**src/rtl/blkmem_pkg.sv**
```systemverilog
`timescale 1ns/1ps
package blkmem_pkg;

    localparam int unsigned ADDR_W = 64;
    localparam int unsigned IMM_W  = 13;
    localparam int unsigned FREG_W = 6;
    localparam int unsigned CODE_W = 2;

    typedef enum logic [1:0] {
        ST_IDLE  = 2'd0,
        ST_ISSUE = 2'd1,
        ST_FAULT = 2'd2
    } seq_state_e;

    // Fault codes as seen on flt_code
    localparam logic [CODE_W-1:0] FLT_NONE  = 2'b00;
    localparam logic [CODE_W-1:0] FLT_PRIV  = 2'b01;
    localparam logic [CODE_W-1:0] FLT_ALIGN = 2'b10;

    // Per-group context captured on acceptance
    typedef struct packed {
        logic              store;
        logic [ADDR_W-1:0] base;
        logic [FREG_W-1:0] freg;
    } grp_ctx_t;

    function automatic logic [ADDR_W-1:0] sext_imm(input logic [IMM_W-1:0] v);
        return {{(ADDR_W-IMM_W){v[IMM_W-1]}}, v};
    endfunction

endpackage

```
**src/rtl/blkmem_ea.sv**
```systemverilog
`timescale 1ns/1ps
module blkmem_ea
    import blkmem_pkg::*;
(
    input  logic              use_imm,
    input  logic [ADDR_W-1:0] rs1,
    input  logic [ADDR_W-1:0] rs2,
    input  logic [IMM_W-1:0]  imm,
    output logic [ADDR_W-1:0] ea
);
    logic [ADDR_W-1:0] operand_b;

    always_comb begin
        operand_b = use_imm ? sext_imm(imm) : rs2;
        ea        = rs1 + operand_b;
    end
endmodule

```
**src/rtl/blkmem_fault.sv**
```systemverilog
`timescale 1ns/1ps
module blkmem_fault
    import blkmem_pkg::*;
#(
    parameter int unsigned ALIGN_BITS = 6
) (
    input  logic [ADDR_W-1:0] ea,
    input  logic              asi_ok,
    output logic              fault,
    output logic [CODE_W-1:0] code
);
    logic misaligned;

    always_comb begin
        misaligned = |ea[ALIGN_BITS-1:0];
        // Lower priority first; alignment overrides it
        code = FLT_NONE;
        if (!asi_ok)   code = FLT_PRIV;
        if (misaligned) code = FLT_ALIGN;
        fault = misaligned || !asi_ok;
    end
endmodule

```
**src/rtl/blkmem_agen.sv**
```systemverilog
`timescale 1ns/1ps
module blkmem_agen
    import blkmem_pkg::*;
#(
    parameter int unsigned IDX_W      = 3,
    parameter int unsigned STEP_BYTES = 8,
    parameter int unsigned FREG_STEP  = 2
) (
    input  logic [ADDR_W-1:0] base,
    input  logic [FREG_W-1:0] freg_base,
    input  logic [IDX_W-1:0]  idx,
    output logic [ADDR_W-1:0] addr,
    output logic [FREG_W-1:0] freg
);
    localparam logic [ADDR_W-1:0] STEP_A = ADDR_W'(STEP_BYTES);
    localparam logic [FREG_W-1:0] STEP_F = FREG_W'(FREG_STEP);

    always_comb begin
        addr = base + ADDR_W'(idx) * STEP_A;
        freg = freg_base + FREG_W'(idx) * STEP_F;
    end
endmodule

```
**src/rtl/blkmem_ctrl.sv**
```systemverilog
`timescale 1ns/1ps
module blkmem_ctrl
    import blkmem_pkg::*;
#(
    parameter int unsigned NUM_UOPS = 8,
    parameter int unsigned IDX_W    = 3
) (
    input  logic              clk,
    input  logic              rst,
    input  logic              req_valid,
    input  logic              req_fault,
    input  logic [CODE_W-1:0] req_code,
    input  grp_ctx_t          req_ctx,
    output logic              req_ready,
    output logic              uop_valid,
    input  logic              uop_ready,
    output logic [IDX_W-1:0]  idx,
    output grp_ctx_t          ctx,
    output logic              flt_valid,
    output logic [CODE_W-1:0] flt_code
);
    localparam logic [IDX_W-1:0] LAST_IDX = IDX_W'(NUM_UOPS - 1);

    seq_state_e        state_q;
    logic [CODE_W-1:0] code_q;

    always_ff @(posedge clk) begin
        if (rst) begin
            state_q <= ST_IDLE;
            idx     <= '0;
            code_q  <= FLT_NONE;
            ctx     <= '0;
        end else begin
            unique case (state_q)
                ST_IDLE: begin
                    if (req_valid) begin
                        ctx    <= req_ctx;
                        idx    <= '0;
                        code_q <= req_code;
                        state_q <= req_fault ? ST_FAULT : ST_ISSUE;
                    end
                end
                ST_ISSUE: begin
                    if (uop_ready) begin
                        if (idx == LAST_IDX) begin
                            state_q <= ST_IDLE;
                            idx     <= '0;
                        end else begin
                            idx <= idx + 1'b1;
                        end
                    end
                end
                ST_FAULT: begin
                    state_q <= ST_IDLE;
                    code_q  <= FLT_NONE;
                end
                default: state_q <= ST_IDLE;
            endcase
        end
    end

    always_comb begin
        req_ready = (state_q == ST_IDLE);
        uop_valid = (state_q == ST_ISSUE);
        flt_valid = (state_q == ST_FAULT);
        flt_code  = flt_valid ? code_q : FLT_NONE;
    end
endmodule

```
**src/rtl/blkmem_seq.sv**
```systemverilog
`timescale 1ns/1ps
module blkmem_seq
    import blkmem_pkg::*;
#(
    parameter int unsigned NUM_UOPS   = 8,
    parameter int unsigned STEP_BYTES = 8,
    parameter int unsigned FREG_STEP  = 2,
    parameter int unsigned ALIGN_BITS = 6
) (
    input  logic              clk,
    input  logic              rst,
    input  logic              req_valid,
    output logic              req_ready,
    input  logic              req_store,
    input  logic              req_use_imm,
    input  logic [63:0]       req_rs1,
    input  logic [63:0]       req_rs2,
    input  logic [12:0]       req_imm,
    input  logic [5:0]        req_freg,
    input  logic              req_asi_ok,
    output logic              uop_valid,
    input  logic              uop_ready,
    output logic [63:0]       uop_addr,
    output logic [5:0]        uop_freg,
    output logic [2:0]        uop_idx,
    output logic              uop_store,
    output logic              uop_first,
    output logic              uop_last,
    output logic              uop_dcommit,
    output logic              flt_valid,
    output logic [1:0]        flt_code
);
    localparam int unsigned IDX_W = $clog2(NUM_UOPS);
    localparam logic [IDX_W-1:0] LAST_IDX = IDX_W'(NUM_UOPS - 1);

    logic [ADDR_W-1:0] req_ea;
    logic              req_fault;
    logic [CODE_W-1:0] req_code;
    grp_ctx_t          req_ctx;
    grp_ctx_t          ctx;
    logic [IDX_W-1:0]  idx;

    blkmem_ea u_ea (
        .use_imm (req_use_imm),
        .rs1     (req_rs1),
        .rs2     (req_rs2),
        .imm     (req_imm),
        .ea      (req_ea)
    );

    blkmem_fault #(.ALIGN_BITS(ALIGN_BITS)) u_fault (
        .ea     (req_ea),
        .asi_ok (req_asi_ok),
        .fault  (req_fault),
        .code   (req_code)
    );

    always_comb begin
        req_ctx.store = req_store;
        req_ctx.base  = req_ea;
        req_ctx.freg  = req_freg;
    end

    blkmem_ctrl #(.NUM_UOPS(NUM_UOPS), .IDX_W(IDX_W)) u_ctrl (
        .clk       (clk),
        .rst       (rst),
        .req_valid (req_valid),
        .req_fault (req_fault),
        .req_code  (req_code),
        .req_ctx   (req_ctx),
        .req_ready (req_ready),
        .uop_valid (uop_valid),
        .uop_ready (uop_ready),
        .idx       (idx),
        .ctx       (ctx),
        .flt_valid (flt_valid),
        .flt_code  (flt_code)
    );

    blkmem_agen #(
        .IDX_W      (IDX_W),
        .STEP_BYTES (STEP_BYTES),
        .FREG_STEP  (FREG_STEP)
    ) u_agen (
        .base      (ctx.base),
        .freg_base (ctx.freg),
        .idx       (idx),
        .addr      (uop_addr),
        .freg      (uop_freg)
    );

    always_comb begin
        uop_idx     = 3'(idx);
        uop_store   = ctx.store;
        uop_first   = (idx == '0);
        uop_last    = (idx == LAST_IDX);
        uop_dcommit = !uop_last;
    end
endmodule

```
**config.mk**
```make
export PLATFORM = sky130hd
export DESIGN_NAME = blkmem_seq
export DESIGN_NICKNAME = d
export VERILOG_FILES = /design/src/rtl/blkmem_pkg.sv /design/src/rtl/blkmem_ea.sv /design/src/rtl/blkmem_fault.sv /design/src/rtl/blkmem_agen.sv /design/src/rtl/blkmem_ctrl.sv /design/src/rtl/blkmem_seq.sv
export SDC_FILE = /design/constraint.sdc
export NUM_CORES = 1
export LEC_CHECK = 0
export BUFFER_PORTS_ARGS = -buffer_cell sky130_fd_sc_hd__buf_2
export CAP_MARGIN = 10
export CORE_UTILIZATION = 40
export DETAILED_ROUTE_END_ITERATION = 12
export PLACE_DENSITY = 0.66
export SYNTH_ARGS = -nofsm -noshare
export SYNTH_HDL_FRONTEND = slang
export SYNTH_SLANG_ARGS = --single-unit
```
**constraint.sdc**
```tcl
create_clock -name clk -period 4.1 [get_ports clk]
set_input_delay 0.82 -clock clk [delete_from_list [all_inputs] [get_ports clk]]
set_output_delay 0.82 -clock clk [all_outputs]
set_load 0.01 [all_outputs]
```
======== After elaboration in Yosys (flattened, before gate mapping) ========
Index checks and enable logic that the tools add are counted.
storage, ports and cells
  register bits after elaboration ......... 78
  input bits .............................. 154
  output and inout bits ................... 82
  logic and storage cells ................. 43
operators by class
  add/sub/neg operators ................... 4
  equality and inequality tests ........... 6
  multiplexer cells ....................... 15
  reductions and logical operators ........ 12
operator list
  cell                 count
  $add 64x6->64        1
  $add 64x64->64       1
  $mux 64              1
  $mux 2               7
  $mux 3               3
  $pmux 2 s2           2
  $add 6x4->6          1
  $pmux 3 s2           1
  $reduce_and 3->1     2
  $reduce_or 6->1      1
  $ne 2x1->1 const B   2
  $reduce_and 2->1     2
  $reduce_bool 2->1    2
  $add 3x1->3 const B  1
  $eq 3x3->1 const B   1
  $logic_not 3->1      1
  $eq 2x1->1 const B   1
  $eq 2x2->1 const B   1
  $logic_not 1->1      2
  $logic_not 2->1      1
  $ne 2x2->1 const B   1
  $logic_or 1x1->1     1
  $mux 1               1

======== Logic depth before layout (Yosys ltp) ========
Gate-level depths: netlist of run 1.
  word-level depth ........................ 7
  gate-level depth with buffers ........... 14
  mapped depth without buffers ............ 12

======== Modules after synthesis ========
A second synthesis of run 1 with hierarchy kept.
unflattened totals
  cells, all modules ...................... 1,258
  area total of the unflattened synthesis .. 8,734.6 µm²
by module, submodules not included
  module        times used  cells an instance  area an instance (µm²)  seq. area each (µm²)
  blkmem_ea     1           694                4,421.7                 0.0
  blkmem_ctrl   1           348                2,780.2                 1,561.5
  blkmem_agen   1           207                1,470.2                 0.0
  blkmem_fault  1           6                  41.3                    0.0
  blkmem_seq    1           3                  21.3                    0.0

======== Worst setup path before layout of run 1 ========
OpenSTA, ideal clock, no wires.
  path kind ............................... input -> register
  start point ............................. in req_use_imm
  end point ............................... reg, netlist name u_ctrl.ctx[63]
  library setup time ...................... 120 ps
  arrival ................................. 4,071 ps
  data required time ...................... 3,980 ps
  path slack .............................. -90 ps
  stages .................................. 13
  path buffers ............................ 2
  cells stage by stage .................... clkbuf_1 clkbuf_1 mux2_2 ha_1 and4_4 nand3_2 a21o_1 a21o_1 a311oi_4 o21bai_2 a2111oi_2 nor3_1 a211o_1
between the ends
  cells in the longest elaborated chain, start to end .. 2
RTL lines
  item             RTL line          RTL
  start, declared  blkmem_seq.sv:15  input logic req_use_imm,
  $mux 64          blkmem_ea.sv:14   operand_b = use_imm ? sext_imm(imm) : rs2;
  $add 64x64->64   blkmem_ea.sv:15   ea = rs1 + operand_b;
Every way passes these cells.
A chain may end at the register's enable or synchronous reset.

======== Worst setup path after layout of run 1 ========
  start point ............................. in req_use_imm
  end point ............................... reg, netlist name u_ctrl.ctx[54]
between the ends
  cells in the longest elaborated chain, start to end .. 2
RTL lines
  item            RTL line
  $mux 64         blkmem_ea.sv:14
  $add 64x64->64  blkmem_ea.sv:15
Every way passes these cells.

==> impl_metrics.tcl, run 1 <==
set metrics [dict create \
    status "completed" \
    muxShareOfSynthArea_pct 1.681 \
    drc 0 \
    synth_compound_area_share_pct 28.80 \
    worst_slew_pin_slew_ns 0.7870 \
    gp_congestion 0.9696 \
    ys_seq_area_share_pct 18.09 \
    wirelength_um 28230 \
    boundaryPins 236 \
    hp-class "register to register" \
    crit_type "primary input to register" \
    finalSetupViolations 0 \
    syn_inst 1215 \
    hold_viol 0 \
    slew_viol_final 0 \
    critPathMaxFanout 31 \
    rows 53 \
    synth.largest_area_cell "dfxtp_1" \
    relSlewSlack_pct 47.41 \
    peakVddDrop_v 0.0001874 \
    rsz0062_at_grt "no" \
    die_area_um2 22170 \
    antenna_found_initial 0 \
    synth.cell_area_um2 8632 \
    area_growth_pct 29.95 \
    firstDrtPassIters 5 \
    synth_xor_area_share_pct 10.25 \
    initial_core_util_pct 40.93 \
    ys_types 86 \
    r2r-end "u_ctrl.ctx[63]" \
    ys_seq_elements 78 \
    crit_buf_inv 4 \
    dp_hpwl_um 22970 \
    slowest_delay_ns 0.40 \
    synth-main-ff-cell "dfxtp_1" \
    fmax_mhz 256.7 \
    critPathLaunchType "primary input" \
    vias_per_cell 5.329 \
    post-synth-top-count-cell "nand2_1" \
    wl_per_cell_um 15.60 \
    p_per_area_nw_per_um2 289.8 \
    path_clk_slew_ns 0.06 \
    die_h_um 148.9 \
    cp_top_family "compound AO/OA/AOI/OAI gates" \
    cp_cell_sequence "buf_2, buf_12, buf_4, mux2_2, ha_1, and3_1, a221o_1, buf_4, a21oi_1, a211oi_1, nor2_1, o221a_2, and2_1, o2111a_1, a221o_1" \
    numCtsBuffers 9 \
    synth_fp_nets 1444 \
    syn_avg_cell_area_um2 7.105 \
    vias 9640 \
    final_nets 1758 \
    power.leakage_nw 5.541 \
    synth.area.top_cells "dfxtp_1 18%, ha_1 10%, nand2_1 7.0%, xnor2_1 6.9%, a21oi_1 6.6%" \
    clockBufferDepth 2 \
    cts_tree "built" \
    rrSetupSlack_ns 1.76 \
    holdPathStages 2 \
    synthSimpleGateAreaFrac_pct 22.54 \
    grt_pass1_vias 9039 \
    period_minus_slack_ns 3.895 \
    antenna_cells 0 \
    clock_latency_ns 0.34 \
    cpMaxStageDelayCell "a211oi_1" \
    grt_usage_pct 24.93 \
    dp.cells 1792 \
    end_kind "register" \
    min-delay-start "u_ctrl.ctx[6]" \
    final_cells 1809 \
    finalCritPeriodShare_pct 95.00 \
    r2r_start "u_ctrl.state_q[1]" \
    drive_above_1_share_pct 28.55 \
    synth_top_family_by_area "compound AO/OA/AOI/OAI gates" \
    max_cap_viol_count 0 \
    numClockSinks 78 \
    fin_util_pct 53.19 \
    gr-total-overflow 0 \
    yosys-top-cells-count "162 x nand2_1, 113 x a21oi_1, 99 x o21ai_0, 82 x inv_1, 79 x nor2_1" \
    worstRegToRegCells 8 \
    grt_max_degree 56 \
    clock_skew_ns 0.005333 \
    async_flop_share_pct 0 \
    first_iter_violations 496 \
    grt_pass1_wl_um 44480 \
    core_area_um2 21090 \
    htreeDepth 3 \
    synth_edf_count 0 \
    synth_adder_area_share_pct 11.13 \
    ant_nets 0 \
    yosysWarnings 0 \
    cts_root_buffer "clkbuf_16" \
    hold_end "u_ctrl.ctx[6]" \
    cp.required_ns 4.34 \
    arrival_ns 4.13 \
    synth_top_area_share_pct 18.09 \
    fp.dieW_um 148.9 \
    numPortBuffers 235 \
]
[worst reg2reg max path, stage by stage (launching register included)]
cell and delay (ns):
dfxtp_1 0.32, nor2_1 0.19, and2_2 0.45, buf_4 0.43
nor2_1 0.07, buf_4 0.26, nand2_1 0.10, o311ai_0 0.13
a211o_1 0.27
[worst max path at each step]
stage / from / to / slack (ns) / depth (start not counted)
6_report: req_use_imm / u_ctrl.ctx[54] / 0.21 / 15
4_1_cts: u_ctrl.idx[1] / uop_addr[35] / 0.08 / 12
5_1_grt: u_ctrl.idx[1] / uop_addr[35] / 0.004 / 12
3_3_place_gp: req_use_imm / u_ctrl.ctx[54] / -0.03 / 15
3_5_place_dp: req_use_imm / u_ctrl.ctx[54] / -0.13 / 15
2_1_floorplan: req_use_imm / u_ctrl.ctx[63] / 0.02 / 13
[where the power goes]
group / total, W / switching (W) / leakage [nW] / internal (W)
combinational: 0.00149 / 0.000805 / 4.75 / 0.000686
sequential: 0.000930 / 0.0000894 / 0.642 / 0.000840
clock: 0.000830 / 0.000340 / 0.150 / 0.000490
total: 0.00325 / 0.00123 / 5.54 / 0.00202
[registers in the layout, indices dropped and copies added (netlist names)]
signal	count
u_ctrl.code_q	2
u_ctrl.ctx	71
u_ctrl.idx	3
u_ctrl.state_q	2
[cells by family after synthesis]
family	after synthesis
fa+ha+maj	75
xor+xnor	101
compound gates	382
buf+inv	154
mux	13
flops	78
simple gates	412
[layout make-up]
cell class,instances,area (µm²)
timing repair buffer,374,2245
multi-input combinational,983,6454
inverter,83,311.5
fill,2144,9871
clock buffer,11,242.7
tap,275,344.1
clock inverter,5,57.56
sequential,78,1563
[timing repair]
item	CTS	global route
pin swaps	0	2
setup buffers	1	0
hold buffers	0	0
resized for setup	2	4
endpoints found under the setup margin	8	6
[layout by cell type (no fill, tap or decap), drive strengths merged, types with 13 or more instances in the layout]
cell,Yosys,routed
a21o,52,52
a21oi,115,115
a31oi,17,17
and3,22,22
buf,14,374
dfxtp,78,78
ha,72,72
inv,82,83
nand2,163,163
nand3,38,38
nand4,35,35
nor2,79,79
nor3,26,26
o21ai,105,105
o21bai,13,13
xnor2,68,68
xor2,33,33
[per-layer routing]
metal  part of all wire (%)  vias to the layer above  GRT usage (%)
met3                    5.2                       44          2.691
met5                      0                        -              0
li1                       -                     4946              -
met1                     47                     4366          33.11
met2                     46                      284          41.98
met4                    2.1                        0          7.959
[metrics by stage]
| stage | area, µm² | setup WS, ns | setup TNS [ns] | hold slack, ns | power (W) |
|---|---|---|---|---|---|
| global placement | 10880 | -0.02874 | -0.1237 | 0.4406 | 0.002407 |
| global route | 11220 | 0.004363 | 0 | 0.4805 | 0.003449 |
| floorplan | 8633 | 0.02083 | 0 | 0.4367 | 0.001829 |
| detailed placement | 10880 | -0.1271 | -0.6772 | 0.4484 | 0.002418 |
| CTS | 11190 | 0.08052 | 0 | 0.4572 | 0.003256 |
| finish | 11220 | 0.2051 | 0 | 0.4542 | 0.003251 |
Note: power is estimated with default switching activity, not from simulation.
==> run 2: changes to the inputs <==
--- a/config.mk
+++ b/config.mk
@@ -8,7 +8,9 @@
 export BUFFER_PORTS_ARGS = -buffer_cell sky130_fd_sc_hd__buf_2
 export CAP_MARGIN = 10
 export CORE_UTILIZATION = 40
+export CTS_CLUSTER_SIZE = 8
 export DETAILED_ROUTE_END_ITERATION = 12
+export GPL_TIMING_DRIVEN = 0
 export PLACE_DENSITY = 0.66
 export SYNTH_ARGS = -nofsm -noshare
 export SYNTH_HDL_FRONTEND = slang
==> run 2 against run 1 <==
Compared with the run above: non-clock buffer count shrank 58; design area is 3.3% lower; hold slack improved by 0.0034 ns; critical path type unchanged; largest cell class unchanged; sequential power about the same.
==> impl_metrics.tcl, run 2 (synthesis gave the netlist of run 1 again) <==
set metrics [dict create \
    die_area_um2 22170 \
    rows 53 \
    max_cap_viol_count 0 \
    period_minus_slack_ns 3.990 \
    ant_nets 0 \
    cp.required_ns 4.38 \
    area_growth_pct 25.66 \
    slew_viol_final 0 \
    mostFrequentLayoutCells "239 x buf_2, 161 x nand2_1, 112 x a21oi_1" \
    vias_per_cell 5.433 \
    first_iter_violations 462 \
    worst_slew_pin_slew_ns 0.8275 \
    final_cells 1751 \
    end_kind "register" \
    numClockSinks 78 \
    numPortBuffers 235 \
    clock_skew_ns 0.005275 \
    dp_hpwl_um 23380 \
    antenna_cells 0 \
    hold_viol 0 \
    wirelength_um 29010 \
    dp.cells 1725 \
    power.leakage_nw 5.168 \
    grt_usage_pct 25.45 \
    clock_latency_ns 0.34 \
    core_area_um2 21090 \
    finalSetupViolations 0 \
    post-place-ws_ns -1.430 \
    reg.largest.list "u_ctrl.ctx (71), u_ctrl.idx (3)" \
    status "completed" \
    initial_core_util_pct 40.93 \
    peakVddDrop_v 0.0001998 \
    critPathLaunchType "primary input" \
    final_common_cell "buf_2" \
    boundaryPins 236 \
    fp.dieW_um 148.9 \
    fmax_mhz 250.6 \
    htreeDepth 3 \
    grt_pass1_wl_um 44510 \
    finalCritPeriodShare_pct 97.32 \
    gr-total-overflow 0 \
    crit_type "primary input to register" \
    path_clk_slew_ns 0.06 \
    cts_root_buffer "clkbuf_16" \
    antenna_found_initial 1 \
    relSlewSlack_pct 44.05 \
    wl_per_cell_um 16.57 \
    layout_setup_ws_ns 0.1099 \
    critPathMaxFanout 10 \
    grt_pass1_vias 8705 \
    drc 0 \
    largest_reg_flops 71 \
    arrival_ns 4.27 \
    die_h_um 148.9 \
    p_per_area_nw_per_um2 292.5 \
    firstDrtPassIters 5 \
    cts_tree "built" \
    clockBufferDepth 2 \
    drive_above_1_share_pct 23.92 \
    final_nets 1700 \
    gp_congestion 0.8877 \
    grt_max_degree 13 \
    hp-class "register to register" \
    vias 9513 \
    numCtsBuffers 9 \
    regMostFlops "u_ctrl.ctx" \
]
run 2: final timing paths:
kind	from	cells after the start	end	slack, ns
min	u_ctrl.ctx[70]	2	u_ctrl.ctx[70]	0.46
max	req_use_imm	14	u_ctrl.ctx[47]	0.11
max reg2reg	u_ctrl.state_q[1]	7	u_ctrl.ctx[0]	1.67
min reg2reg	u_ctrl.ctx[70]	2	u_ctrl.ctx[70]	0.46
run 2: per-layer routing:
metal / vias up / part of all wire, % / track usage [%]
met1: 4355 / 47 / 34.40
met4: 0 / 2.2 / 7.296
met5: - / 0 / 0
met3: 39 / 5.1 / 2.813
li1: 4844 / - / -
met2: 275 / 46 / 42.42
run 2: critical path: stages:
cell and delay, ns:
buf_2 0.14, buf_12 0.16, clkbuf_8 0.19, mux2_2 0.34
ha_2 0.38, and4_4 0.27, nand3_2 0.08, a21o_1 0.23
a21o_1 0.26, a311oi_4 0.36, o21bai_4 0.15, a211o_1 0.36
a2111oi_4 0.36, a311o_1 0.15
run 2: power by group:
part           leakage, nW  internal (W)  switching (W)
Combinational         4.37      0.000570       0.000815
Clock                0.157      0.000548       0.000309
Sequential           0.642      0.000840      0.0000890
Total                 5.17       0.00196        0.00121
run 2: area by class of cell:
class                      instances  area (µm²)
multi-input combinational        983        6680
inverter                          83       311.5
buffer                            69       364.1
clock buffer                      12       246.5
fill                            2142       10240
sequential                        78        1564
tap                              275       344.1
timing repair buffer             247        1266
clock inverter                     4       70.07
run 2: stage by stage:
step                      area, µm²  hold slack [ns]  util (%)   TNS (ns)  total power (W)
after floorplan                8633           0.4367         -          0         0.001829
after global placement        10150           0.4400     48.15     -50.74         0.002253
after detailed placement      10150           0.4489     48.15     -54.00         0.002266
after CTS                     10650           0.4566     50.50  -0.006402         0.003149
after global routing          10850           0.4707     51.44   -0.06967         0.003368
final                         10850           0.4576     51.44          0         0.003172
run 2: what timing repair did:
item | CTS | global route
setup endpoints to repair | 81 | 49
setup buffers | 5 | 7
hold buffers | 0 | 0
gates resized for setup | 28 | 36
cloned | 0 | 0
pin swaps | 3 | 6
